## src/rtl/dma_eng_pkg.sv

```systemverilog
package dma_eng_pkg;

    localparam int ADDR_W = 16;
    localparam int CNT_W  = 16;
    localparam int PAGE_W = 8;
    localparam int SYS_W  = ADDR_W + PAGE_W;

    typedef logic [ADDR_W-1:0] addr_t;
    typedef logic [CNT_W-1:0]  cnt_t;
    typedef logic [PAGE_W-1:0] page_t;
    typedef logic [SYS_W-1:0]  sys_addr_t;

    typedef enum logic {
        WIDTH_BYTE = 1'b0,
        WIDTH_WORD = 1'b1
    } xfer_width_e;

    typedef enum logic {
        DIR_UP   = 1'b0,
        DIR_DOWN = 1'b1
    } addr_dir_e;

    typedef struct packed {
        addr_t work_addr;
        cnt_t  work_cnt;
        addr_t rld_addr;
        cnt_t  rld_cnt;
    } chan_state_t;

    function automatic addr_t next_addr(addr_t a, addr_dir_e dir, logic freeze);
        addr_t r;
        if (freeze)
            r = a;
        else if (dir == DIR_DOWN)
            r = a - addr_t'(1);
        else
            r = a + addr_t'(1);
        return r;
    endfunction

    function automatic sys_addr_t build_sys_addr(addr_t a, page_t p, xfer_width_e w);
        sys_addr_t r;
        if (w == WIDTH_WORD)
            r = {p[PAGE_W-1:1], a, 1'b0};
        else
            r = {p[PAGE_W-1:1], p[0], a};
        return r;
    endfunction

endpackage

```

## src/rtl/dma_eng_chan.sv

```systemverilog
module dma_eng_chan
    import dma_eng_pkg::*;
#(
    parameter bit HOLD_OK = 1'b0
) (
    input  logic  clk,
    input  logic  rst,
    input  logic  step,
    input  logic  load,
    input  logic  dir_down,
    input  logic  reload_en,
    input  logic  hold_req,
    input  addr_t ld_addr,
    input  cnt_t  ld_cnt,
    output addr_t cur_addr,
    output logic  tc_hit
);

    chan_state_t st;
    logic        freeze;
    logic        at_zero;
    addr_dir_e   dir;

    generate
        if (HOLD_OK) begin : g_hold
            assign freeze = hold_req;
        end else begin : g_nohold
            assign freeze = 1'b0;
        end
    endgenerate

    assign dir     = dir_down ? DIR_DOWN : DIR_UP;
    assign at_zero = (st.work_cnt == '0);
    assign tc_hit  = step && !load && at_zero;

    always_ff @(posedge clk) begin
        if (rst) begin
            st <= '0;
        end else if (load) begin
            st.work_addr <= ld_addr;
            st.rld_addr  <= ld_addr;
            st.work_cnt  <= ld_cnt;
            st.rld_cnt   <= ld_cnt;
        end else if (step) begin
            if (at_zero && reload_en) begin
                st.work_addr <= st.rld_addr;
                st.work_cnt  <= st.rld_cnt;
            end else begin
                st.work_addr <= next_addr(st.work_addr, dir, freeze);
                st.work_cnt  <= st.work_cnt - cnt_t'(1);
            end
        end
    end

    assign cur_addr = st.work_addr;

endmodule

```

## src/rtl/dma_eng_addr_out.sv

```systemverilog
module dma_eng_addr_out
    import dma_eng_pkg::*;
#(
    parameter int NUM_CH = 4,
    localparam int CH_W  = $clog2(NUM_CH)
) (
    input  addr_t           ch_addr [NUM_CH],
    input  logic [CH_W-1:0] sel,
    input  page_t           page,
    input  logic            word_mode,
    output sys_addr_t       sys_addr
);

    addr_t       picked;
    xfer_width_e width;

    always_comb begin
        picked = '0;
        for (int i = 0; i < NUM_CH; i++) begin
            if (sel == CH_W'(i))
                picked = ch_addr[i];
        end
    end

    assign width    = word_mode ? WIDTH_WORD : WIDTH_BYTE;
    assign sys_addr = build_sys_addr(picked, page, width);

endmodule

```

## src/rtl/dma_eng_evt.sv

```systemverilog
module dma_eng_evt #(
    parameter int NUM_CH = 4,
    localparam int CH_W  = $clog2(NUM_CH)
) (
    input  logic              clk,
    input  logic              rst,
    input  logic [NUM_CH-1:0] tc_vec,
    input  logic [NUM_CH-1:0] reload_en,
    output logic              tc_pulse,
    output logic              mask_req,
    output logic [CH_W-1:0]   evt_ch
);

    logic            any_tc;
    logic            no_reload;
    logic [CH_W-1:0] tc_idx;

    always_comb begin
        any_tc    = |tc_vec;
        no_reload = 1'b0;
        tc_idx    = '0;
        for (int i = 0; i < NUM_CH; i++) begin
            if (tc_vec[i]) begin
                tc_idx    = CH_W'(i);
                no_reload = !reload_en[i];
            end
        end
    end

    always_ff @(posedge clk) begin
        if (rst) begin
            tc_pulse <= 1'b0;
            mask_req <= 1'b0;
            evt_ch   <= '0;
        end else begin
            tc_pulse <= any_tc;
            mask_req <= any_tc && no_reload;
            if (any_tc)
                evt_ch <= tc_idx;
        end
    end

endmodule

```

## src/rtl/dma_xfer_engine.sv

```systemverilog
module dma_xfer_engine
    import dma_eng_pkg::*;
#(
    parameter int NUM_CH = 4,
    localparam int CH_W  = $clog2(NUM_CH)
) (
    input  logic              clk,
    input  logic              rst,
    input  logic              word_mode,
    input  logic              xfer,
    input  logic [CH_W-1:0]   xfer_ch,
    input  logic [NUM_CH-1:0] dir_dec,
    input  logic [NUM_CH-1:0] autoinit,
    input  logic              addr_hold,
    input  logic              prog_we,
    input  logic [CH_W-1:0]   prog_ch,
    input  logic [15:0]       prog_addr,
    input  logic [15:0]       prog_cnt,
    input  logic [7:0]        page,
    output logic [23:0]       sys_addr,
    output logic              tc_pulse,
    output logic              mask_req,
    output logic [CH_W-1:0]   evt_ch
);

    addr_t             ch_addr [NUM_CH];
    logic [NUM_CH-1:0] tc_vec;
    sys_addr_t         sys_w;

    generate
        for (genvar g = 0; g < NUM_CH; g++) begin : g_ch
            dma_eng_chan #(
                .HOLD_OK (g == 0)
            ) u_chan (
                .clk       (clk),
                .rst       (rst),
                .step      (xfer && (xfer_ch == CH_W'(g))),
                .load      (prog_we && (prog_ch == CH_W'(g))),
                .dir_down  (dir_dec[g]),
                .reload_en (autoinit[g]),
                .hold_req  (addr_hold),
                .ld_addr   (addr_t'(prog_addr)),
                .ld_cnt    (cnt_t'(prog_cnt)),
                .cur_addr  (ch_addr[g]),
                .tc_hit    (tc_vec[g])
            );
        end
    endgenerate

    dma_eng_addr_out #(
        .NUM_CH (NUM_CH)
    ) u_addr (
        .ch_addr   (ch_addr),
        .sel       (xfer_ch),
        .page      (page_t'(page)),
        .word_mode (word_mode),
        .sys_addr  (sys_w)
    );

    assign sys_addr = sys_w;

    dma_eng_evt #(
        .NUM_CH (NUM_CH)
    ) u_evt (
        .clk       (clk),
        .rst       (rst),
        .tc_vec    (tc_vec),
        .reload_en (autoinit),
        .tc_pulse  (tc_pulse),
        .mask_req  (mask_req),
        .evt_ch    (evt_ch)
    );

endmodule

```

## config.mk

```make
export PLATFORM = sky130hd
export DESIGN_NAME = dma_xfer_engine
export DESIGN_NICKNAME = d
export VERILOG_FILES = /design/src/rtl/dma_eng_pkg.sv /design/src/rtl/dma_eng_chan.sv /design/src/rtl/dma_eng_addr_out.sv /design/src/rtl/dma_eng_evt.sv /design/src/rtl/dma_xfer_engine.sv
export SDC_FILE = /design/constraint.sdc
export NUM_CORES = 1
export LEC_CHECK = 0
export ABC_AREA = 1
export BUFFER_PORTS_ARGS = -buffer_cell sky130_fd_sc_hd__buf_2
export CORE_AREA = 2 2 242 244
export DETAILED_ROUTE_END_ITERATION = 12
export DIE_AREA = 0 0 244 246
export PLACE_DENSITY = 0.57
export SLEW_MARGIN = 15
export SYNTH_ARGS = -nofsm -noshare
export SYNTH_HDL_FRONTEND = slang
export SYNTH_SLANG_ARGS = --single-unit
```

## constraint.sdc

```tcl
create_clock -name clk -period 3.7 [get_ports clk]
set_input_delay 0.185 -clock clk [delete_from_list [all_inputs] [get_ports clk]]
set_output_delay 0.185 -clock clk [all_outputs]
set_load 0.02 [all_outputs]
```

# Yosys cells after proc, flatten, opt, wreduce, memory -nomap -nowiden
# Index checks and enable logic that the tools add are counted.
dict set report classes {
  addsub 12
  n_eq_ne 7
  muxes 34
  n_reduce_logical 41
}
# cell n
set op_table {}
lappend op_table {{32-bit two-way mux} 12}
lappend op_table {{16-bit two-way mux} 9}
lappend op_table {{16-bit by 1-bit subtractor with 16-bit output, second input constant} 8}
lappend op_table {{16-bit by 1-bit adder with 16-bit output, second input constant} 4}
lappend op_table {{16-bit logical NOT} 4}
lappend op_table {{1-bit logical AND} 21}
lappend op_table {{17-bit two-way mux} 1}
lappend op_table {{1-bit two-way mux} 10}
lappend op_table {{2-bit equality test, second input constant} 4}
lappend op_table {{1-bit logical NOT} 8}
lappend op_table {{2-bit nonzero test} 4}
lappend op_table {{2-bit by 1-bit equality test with 1-bit output, second input constant} 2}
lappend op_table {{2-bit logical NOT} 2}
lappend op_table {{2-bit two-way mux} 2}
lappend op_table {{4-bit OR reduction} 1}
lappend op_table {{3-bit by 1-bit != test with 1-bit output, second input constant} 1}
lappend op_table {{2-bit AND reduction} 1}
dict set report totals {
  ff_bits 260
  in_bits 58
  out_inout_bits 28
  word_cells 113
}

# Logic depth before layout (Yosys ltp)
# Gate-level depths: netlist of the first run.
dict set report depth {
  ltp_word 10
  depth_mapped 13
  depth_no_buf 13
}

# Hierarchy
# Synthesis of the first run repeated with hierarchy kept, for this count alone.
dict set report hier_totals {
  cells_unflattened 2754
  area_unflattened_um2 17759.5
}
# module n_inst cells_per_inst area_per_inst_um2 seq_area_each_um2
set modules_own_cells {}
lappend modules_own_cells {{dma_eng_chan at g_ch[1].u_chan ...} 3 629 4121.5 1281.2}
lappend modules_own_cells {{dma_eng_chan at g_ch[0].u_chan} 1 672 4264.1 1281.2}
lappend modules_own_cells {dma_eng_addr_out 1 153 892.1 0.0}
lappend modules_own_cells {dma_eng_evt 1 26 178.9 80.1}
lappend modules_own_cells {dma_xfer_engine 1 16 60.1 0.0}

# Worst setup path after synthesis of the first run
# No wires, ideal clock.
dict set report synth_path {
  path_kind {input to output}
  start {input port xfer_ch[1]}
  end {output port sys_addr[11]}
  t_arrival_ns 1.579
  required_ns 3.515
  path_slack_ns 1.936
  cell_stages 7
  n_path_buf 2
  cell_sequence {buf_4 -> nor2_4 -> clkbuf_1 -> a221oi_1 -> a22oi_1 -> inv_1 -> o21ai_0}
}
dict set report synth_via {
  elab_chain_cells 6
  word_cells_on_any_way 9
  classes_between {3 x eq/ne; 5 x mux; 1 x reduce/logical}
}
# element line
set synth_rtl {}
lappend synth_rtl {{start: declaration} dma_xfer_engine.sv:11} ;# input logic [CH_W-1:0] xfer_ch,
lappend synth_rtl {{2-bit logical NOT} dma_eng_addr_out.sv:20} ;# if (sel == CH_W'(i))
lappend synth_rtl {{16-bit two-way mux (3 in a row)} dma_eng_addr_out.sv:20}
lappend synth_rtl {{16-bit two-way mux (*)} dma_eng_addr_out.sv:20}
lappend synth_rtl {{17-bit two-way mux (*)} dma_eng_pkg.sv:43} ;# if (w == WIDTH_WORD)
lappend synth_rtl {{end: declaration} dma_xfer_engine.sv:20} ;# output logic [23:0] sys_addr,
# Mark *: on every way between the ends. The rest lies on a longest branch, timed or not.

# Worst setup path in the final report of the first run
dict set report layout_path {
  start {register g_ch[1].u_chan.st, in the netlist g_ch[1].u_chan.cur_addr[0]}
  end {output port sys_addr[1]}
}
dict set report layout_via {
  elab_chain_cells 4
}
# element line
set layout_rtl {}
lappend layout_rtl {{start: declaration} dma_eng_chan.sv:19} ;# chan_state_t st;
lappend layout_rtl {{16-bit two-way mux (3 in a row)} dma_eng_addr_out.sv:20}
lappend layout_rtl {{17-bit two-way mux} dma_eng_pkg.sv:43}
# Every way passes these cells.

==> metrics.txt, run 1 <==
status finished clean; Post-synth EDFFs 0; initial antenna violation count 4; root buf cell clkbuf_16; Pwr Density about 440 nW/µm²; Port-buffer cells 71; pre-CTS setup slack 1170 ps; vias in the first global route 16.2k; area leader, netlist dfxtp_1; Final Total Pwr 8610 µW; Arr. time, crit path 2320 ps; max cap viols 0; Worst Hold Class in -> reg; Critical Path, Cell by Cell a22o_1 > a221oi_1 > o21ai_0 > buf_2; Synth top area share 30.5%; Post-Route WL 57.6 mm; IO Pins 86; CP required 3510 ps; CP startpoint kind flip-flop; Mapped Cells 2,786; post-DR vias/cell 4.82; measured slew at the worst slew-check pin 1030 ps; Clock Path Buffers 3; GRT Overall Usage a little under a fifth; Slew Limit Fails 0; RSZ-0062 raised after global routing false; hold_sp prog_addr[1]; die area 60,000 µm²; crit share post-route 67.8%; Core ar. 57,400 µm²; NumNets Final 2,951; Crit Path Max Fanout 5; synthesized area per cell 6.12 µm²; Finish-stage setup viols 0; Post-synth ARST share 0%; Clock Sinks 260; area of placed instances 18,000 µm²; synth cell count leaders nand2_1, inv_1, dfxtp_1; most common cell in the netlist nand2_1; Setup WS post-layout 1190 ps; CTS tree built; Rows between 80 and 90; global-route wire length before repair about 90 mm; Inserted Clock Buffers 31; Yosys cell types 38; R2R Path End g_ch[3].u_chan.cur_addr[9]$_SDFFE_PP0P_; Detail Placement HPWL 41.9 mm; register area share after synthesis 30.5%; # resized after CTS 0; cell area after synthesis 17,000 µm²; FMAX 0.399 GHz; Vert. Die Dim 246 µm; hold-fix buffer count after cts 26; Min-Delay Endpoint g_ch[1].u_chan.st[17]$_SDFFE_PP0P_; DR pass1 iterations 8; Critical path origin g_ch[1].u_chan.cur_addr[0]$_SDFFE_PP0P_; crit-path max cell delay 570 ps; Static Leak about 0.0091 µW; clk_skew 13.1 ps; synth warn 0; Critical R2R Launch g_ch[3].u_chan.st[32]$_SDFFE_PP0P_; hold path cells 3; Mapped Nets 2,912; ranking of synthesized cells by area dfxtp_1, nand2_1, inv_1; TNS Setup 0 ps; gp weighted congestion around 0.86; clk slew on worst S/H paths roughly 70 ps; R2R cell count 10; CP top delay family compound AO/OA/AOI/OAI gates; Final min period 2510 ps; Area growth, synth to finish 13.7%; DRC violations left 0; crit path capture type primary output; flop2flop setup slack 1230 ps; DR vias approximately 17k; maximum level of the CTS H-tree 1; Fin Hold WS 19.4 ps; clk_lat worst skew 580 ps; share of cells above drive strength 1 6.95%; slew margin rel. 31.3%; slowest CP cell o21ai_0; Fin. Hold Viols 0; die width between 200 and 250 µm; Starting Density 29.7%; Setup Fix Bufs, Post-CTS 0; grt total ovfl 0; largest net degree at the start of global routing 169; Final ANT Viol Nets 0; critical path buffer and inverter count 1; mean routed wirelength per cell 16.0 µm; Iter 0 DRT Violations 1,240; fill count approximately 6.3k; flop and latch count out of synthesis 260; ANT cells 0; Crit Path Category reg -> out; VDD IR max 0.000337 V; Finished Cell Area 19,400 µm²; Post-synth top flop dfxtp_1
-- cell usage in the layout, fill, tap and decap left out, types with 19 or more instances in the layout --
cell	instances
o211ai_1	51
nand3_1	200
buf_2	70
a31oi_1	19
a21oi_1	255
nand4_1	32
inv_1	386
xnor2_1	21
xor2_1	20
nor3_1	21
dlygate4sd3_1	26
ha_1	64
o21ai_0	104
buf_4	23
clkbuf_16	31
nand2_1	911
dfxtp_1	260
nor2_1	211
-- sequential cells by signal, summed over array words and instances (netlist names) --
name                  cells
g_ch.u_chan.cur_addr     64
g_ch.u_chan.st          192
u_evt.evt_ch              2
u_evt.mask_req            1
u_evt.tc_pulse            1
-- stage by stage --
step	cells	util, %
6_report	3614	33.8
5_1_grt	3614	33.8
4_1_cts	3614	33.8
3_5_place_dp	3531	31.4
3_3_place_gp	3531	31.4
2_1_floorplan	2786	-
-- metal layers --
layer	up-vias	GRT usage, %	part of all wire, %
li1	8986	-	-
met1	7874	25.6	47
met2	445	30.5	44
met3	93	3.26	6.7
met4	4	5.92	2.8
met5	-	0	0.047
-- worst register-to-register path, cell delays in order, from the launching register on --
cell and delay (ps):
dfxtp_1 320, inv_1 140, ha_1 200, nand3_1 80, nor2_1 180, nand3_2 520, buf_4 470, nor2_1 160
nor2_1 50, a21oi_1 160, nor2_1 50
-- report_power, final --
group / leakage [µW] / switching, µW / internal (µW) / total (µW)
clock network: 0.000546 / 1320 / 1980 / 3300
registers: 0.00212 / 155 / 2960 / 3110
logic: 0.00647 / 1470 / 732 / 2200
-- kinds of logic after synthesis --
group                    count (synthesis)  share of synthesized area, %
AO/OA/AOI/OAI                          475                          15.6
XOR/XNOR                                41                          2.11
adder cells (fa/ha/maj)                 68                          5.17
buffers and inverters                  521                          12.1
flip-flops                             260                          30.5
AND/OR/NAND/NOR                       1421                          34.5
-- layout make-up --
type,instances,area (µm²),share of cell area [%]
Tap cell,765,957,4.94
Inverter,406,1520,7.86
Clock buffer,37,848,4.38
Multi-Input combinational cell,2005,9790,50.5
Sequential cell,260,5200,26.9
Clock inverter,20,243,1.25
Timing Repair Buffer,121,815,4.20
-- how the worst max path moves through the flow --
| stage | endpoint | slack, ps | cells after the start |
|---|---|---|---|
| floorplan | sys_addr[11] | 1940 | 7 |
| global placement | u_evt.evt_ch[0]$_SDFFE_PP0P_ | 1230 | 9 |
| detailed placement | u_evt.mask_req$_SDFF_PP0_ | 1170 | 10 |
| CTS | g_ch[2].u_chan.st[41]$_SDFFE_PP0P_ | 1220 | 11 |
| global route | g_ch[3].u_chan.cur_addr[9]$_SDFFE_PP0P_ | 980 | 10 |
| finish | sys_addr[1] | 1190 | 4 |
Note: power is estimated with default switching activity, not from simulation.
==> run 2, diff against run 1 <==
clock period = 2.4 ns   (was 3.7 ns; I/O delays follow)
==> metrics.txt, run 2 (synthesis gave the netlist of run 1 again) <==
Core ar. 57,400 µm² (unchanged); largest net degree at the start of global routing 70 (-59%); Psw 4390 µW (+49%); IO Pins 86 (unchanged); CP required 2860 ps (-650 ps); # resized after CTS 0 (unchanged); RSZ-0062 raised after global routing false; Rows 88 (unchanged); Crit Path Category reg -> reg; share of cells above drive strength 1 7.09% (+0.14 points); Logic pwr share 27.0% (+1.5 points); Fin. Hold Viols 0 (unchanged); Post-Route WL 56.6 mm (-1.9%); post-DR vias/cell 4.78 (-0.67%); Area growth, synth to finish 14.6%; Arr. time, crit path 2580 ps (+260 ps); Clk pwr share 35.5% (-2.8 points); Biggest register g_ch.u_chan.st; Final ANT Viol Nets 0 (unchanged); NumNets Final 2,982 (+1.1%); mean routed wirelength per cell 15.5 µm (-2.6%); Final min period 2120 ps; clk_lat worst skew 590 ps (about the same); Slew Limit Fails 0 (unchanged); measured slew at the worst slew-check pin 803 ps (-225 ps); Static Leak 0.00919 µW (+0.68%); Final Total Pwr 12,800 µW (+49%); Inserted Clock Buffers 31 (unchanged); max cap viols 0 (unchanged); die area 60,000 µm² (unchanged); crit path capture type flip-flop; Flop pwr share 37.5% (+1.4 points); Cells after DPL 3,555 (+0.68%); maximum level of the CTS H-tree 1 (unchanged); Fin Hold WS 31.8 ps (+12.4 ps); Detail Placement HPWL 42.4 mm (+1.2%); Finished Cell Area 19,500 µm² (+0.79%); Finish-stage setup viols 0 (unchanged); gp weighted congestion 0.865 (+0.89%); Largest register FFs 192 (unchanged); Port-buffer cells 71 (unchanged); FMAX 0.472 GHz; CTS tree built; Clock Path Buffers 3 (unchanged); clk slew on worst S/H paths 60 ps (about the same); DR pass1 iterations 5 (-3); crit share post-route 88.3%; Worst Hold Class in -> reg; vias in the first global route 16.0k (-1.1%); Sw Ratio 34.3% (+0.17 points); cell-internal power 8400 µW (+48%); DR vias 17.4k (+0.10%); Pwr Density 655 nW/µm² (+47%); die width 244 µm (unchanged); crit-path max cell delay 390 ps (-180 ps); Starting Density 29.7% (unchanged); slowest CP cell nand2_2; Critical Path, Cell by Cell inv_1 > ha_1 > inv_1 > nor2_1 > nand4_1 > nor2_1 > nand3_2 > nand2_2 > o21ai_0 > nand2_1 > a21oi_1; commonest non-fill, non-tap cells in the layout nand2_1, inv_1, dfxtp_1; post-route insts no fill 3,642 (+0.77%); most common cell after layout, fill and taps aside nand2_1; clk_skew 22.0 ps (+8.94 ps); GRT Overall Usage 18.6% (-0.34 points); CP startpoint kind flip-flop; TNS Setup 0 ps (unchanged); status finished clean; Crit Path Max Fanout 19 (+14); global-route wire length before repair 89.3 mm (-1.3%); initial antenna violation count 4 (unchanged); Vert. Die Dim 246 µm (unchanged); grt total ovfl 0 (unchanged); area of placed instances 18,300 µm² (+1.3%); slew margin rel. 46.4% (+15 points); VDD IR max 0.000439 V (+31%); Clock Sinks 260 (unchanged); DRC violations left 0 (unchanged); root buf cell clkbuf_16; Iter 0 DRT Violations 1,200 (-3.2%)
## run 2: cell count changes in the layout (fill, tap and decap cells not counted)
| cell | change |
|---|---|
| clkinv_2 | -9 |
| buf_4 | +20 |
| diode_2 | +1 |
| clkbuf_8 | -3 |
| dlygate4sd3_1 | +7 |
| bufinv_16 | -3 |
| clkbuf_1 | +14 |
| clkinv_4 | -4 |
| inv_6 | +1 |
| buf_12 | +4 |
## run 2: final timing paths
check,startpoint,to,slack (ps),cells past startpoint
hold reg to reg,g_ch[0].u_chan.st[9]$_SDFFE_PP0P_,g_ch[0].u_chan.st[9]$_SDFFE_PP0P_,460,2
setup reg to reg,g_ch[0].u_chan.st[32]$_SDFFE_PP0P_,g_ch[0].u_chan.cur_addr[13]$_SDFFE_PP0P_,280,11
setup / recovery,g_ch[0].u_chan.st[32]$_SDFFE_PP0P_,g_ch[0].u_chan.cur_addr[13]$_SDFFE_PP0P_,280,11
hold / removal,autoinit[0],u_evt.mask_req$_SDFF_PP0_,30,6
## run 2: worst max-delay path: cells and delay by family (launching register included)
kind            cells  cell delay (ps)
buf+inv             2              160
fa+ha+maj           1              170
simple gates        6             1100
compound gates      2              230
flops               1              320
## run 2: timing repair
| action | 4_1_cts | 5_1_grt |
|---|---|---|
| hold buffers | 33 | 0 |
| buffers inserted | 0 | 0 |
| endpoints found under the hold margin | 140 | 0 |
## run 2: area by class of cell
| cell class | count | area, µm² |
|---|---|---|
| Fill cell | 6357 | 37800 |
| Multi-Input combinational cell | 2005 | 9790 |
| Sequential cell | 260 | 5200 |
| Inverter | 406 | 1520 |
| Timing Repair Buffer | 152 | 1110 |
| Tap cell | 765 | 957 |
| Clock buffer | 48 | 860 |
| Clock inverter | 5 | 81.3 |
| Antenna cell | 1 | 2.50 |
## run 2: power groups by stage
| stage | clock network [µW] | registers [µW] | logic (µW) |
|---|---|---|---|
| after floorplan | 0 | 4790 | 2480 |
| after global placement | 0 | 4890 | 3390 |
| after detailed placement | 0 | 4890 | 3390 |
| after CTS | 4650 | 4790 | 3450 |
| after global routing | 4830 | 4830 | 3920 |
| final | 4540 | 4800 | 3450 |
## run 2: through the flow
step / worst slack (ps) / util, %
5_1_grt: 30.2 / 34.0
3_5_place_dp: 357 / 31.8
2_1_floorplan: 703 / -
6_report: 282 / 34.0
3_3_place_gp: 353 / 31.8
4_1_cts: 262 / 34.0
## run 2: routing by layer
metal	wire length, µm	track usage, %	vias to the layer above
met5	0	0	-
met4	1200	4.70	0
met3	3560	2.53	66
met2	24700	29.8	414
met1	27100	26.1	7902
li1	-	-	9038
==> run 3, diff against run 2 <==
CORE_AREA = 2 2 168 170   (was 2 2 242 244)
DIE_AREA = 0 0 170 172   (was 0 0 244 246)
PLACE_DENSITY = 0.93   (was 0.57)
SLEW_MARGIN = 20   (was 15)
==> metrics.txt, run 3 (synthesis gave the netlist of run 1 again) <==
status finished clean; Largest register FFs 192 (unchanged); crit path capture type flip-flop; TNS Setup 0 ps (unchanged); most used cell along the critical path inv_1; DR pass1 iterations 5 (unchanged); CP startpoint kind flip-flop; Iter 0 DRT Violations 1,781 (+48%); vias in the first global route 17.3k (+8.3%); commonest non-fill, non-tap cells in the layout nand2_1, inv_1, dfxtp_1; post-DR vias/cell 5.74 (+20%); Critical path origin g_ch[2].u_chan.st[32]$_SDFFE_PP0P_; NumNets Final 2,974 (-0.27%); fill count 2,358 (-63%); Post-Route WL 52.0 mm (-8.1%); Finish-stage setup viols 0 (unchanged); Worst Hold Class in -> reg; CTS tree built; crit-path max cell delay 320 ps (-70 ps); max cap viols 0 (unchanged); Core ar. 27,500 µm² (-52%); area of placed instances 17,700 µm² (-3.3%); hold_sp autoinit[0]; clk slew on worst S/H paths 60 ps (about the same); VDD IR max 0.000526 V (+20%); # resized after CTS 0 (unchanged); Starting Density 62.0% (+32 points); root buf cell clkbuf_16; Slew Limit Fails 0 (unchanged); Final Total Pwr 12,900 µW (+0.73%); grt total ovfl 0 (unchanged); Setup Fix Bufs, Post-CTS 0 (unchanged); global-route wire length before repair 83.6 mm (-6.5%); Clock Sinks 260 (unchanged); measured slew at the worst slew-check pin 969 ps (+167 ps); Arr. time, crit path 2550 ps (-30 ps); Finished Cell Area 19,000 µm² (-2.8%); Critical Path, Cell by Cell inv_1 > ha_1 > inv_1 > nor2_1 > nand4_1 > nor2_4 > nand3_2 > buf_4 > nand2_1 > inv_1 > nand2_1 > nand3_1 > nand2_1 > inv_1; GRT Overall Usage 35.0% (+16 points); Critical R2R Launch g_ch[2].u_chan.st[32]$_SDFFE_PP0P_; Crit Path Category reg -> reg; slew margin rel. 35.4% (-11 points); most common cell after layout, fill and taps aside nand2_1; hold path cells 6 (unchanged); share of cells above drive strength 1 7.39% (+0.30 points); Final ANT Viol Nets 0 (unchanged); DR vias 18.5k (+6.1%); gp weighted congestion 0.995 (+15%); IO Pins 86 (unchanged); mean routed wirelength per cell 16.2 µm (+4.1%); Final min period 2100 ps (-19.4 ps); die width 170 µm (-30%); FMAX 0.476 GHz (+0.92%); largest net degree at the start of global routing 214 (+210%); Port-buffer cells 71 (unchanged); DRC violations left 0 (unchanged); Detail Placement HPWL 37.5 mm (-11%); Biggest register g_ch.u_chan.st; RSZ-0062 raised after global routing false; slowest CP cell dfxtp_1; Crit Path Max Fanout 16 (-3); Inserted Clock Buffers 29 (-6.5%); clk_lat worst skew 560 ps (-30 ps); crit share post-route 87.5% (-0.81 points); initial antenna violation count 2 (-2); clk_skew 15.3 ps (-6.76 ps); Fin. Hold Viols 0 (unchanged); R2R cell count 14 (+3); Rows 61 (-31%); Clock Path Buffers 3 (unchanged); Pwr Density 679 nW/µm² (+3.7%); Static Leak 0.00920 µW (about the same); CP required 2850 ps (about the same); maximum level of the CTS H-tree 1 (unchanged); hold-fix buffer count after cts 32 (-3.0%); die area 29,200 µm² (-51%); Vert. Die Dim 172 µm (-30%); Area growth, synth to finish 11.4%
## run 3: critical path: cells and delay by family, from the launching register on
kind	cells	cell delay (ps)
fa+ha+maj	1	160
flops	1	320
buf+inv	5	540
simple gates	8	970
## run 3: final cells by class
cell class	count	area (µm²)	area share (%)
clock inverters	18	210	1.11
repair buffers	146	1030	5.43
inverters	406	1520	8.03
diodes	2	5.00	0.0264
flip-flops and latches	260	5200	27.4
multi-input cells	2005	9790	51.6
clock buffers	34	785	4.13
well taps	346	433	2.28
## run 3: worst paths after layout
kind / endpoint / slack [ps]
max: g_ch[2].u_chan.st[38]$_SDFFE_PP0P_ / 300
min: u_evt.mask_req$_SDFF_PP0_ / 40
max reg2reg: g_ch[2].u_chan.st[38]$_SDFFE_PP0P_ / 300
min reg2reg: g_ch[1].u_chan.st[7]$_SDFFE_PP0P_ / 460
## run 3: power breakdown
part           total, µW  switching, µW  internal, µW  leakage, µW
combinational       3420           2240          1180      0.00658
sequential          4780            225          4560      0.00212
clock               4680           1910          2770     0.000493
total              12900           4380          8500      0.00920
## run 3: metrics by stage
step                std cells  setup WS (ps)  util (%)  hold slack, ps
global placement         3131            461      64.3             240
CTS                      3215            346      69.1            19.0
finish                   3217            301      69.1            39.6
detailed placement       3131            389      64.3             240
floorplan                2786            703         -             268
global route             3217            136      69.1            78.6
## run 3: per-layer routing
layer	routed length [µm]	track usage, %	vias to the layer above
met5	0	0	-
met4	2330	15.8	0
met3	5190	4.01	190
met2	23900	60.0	882
met1	20600	44.4	8376
li1	-	-	9026
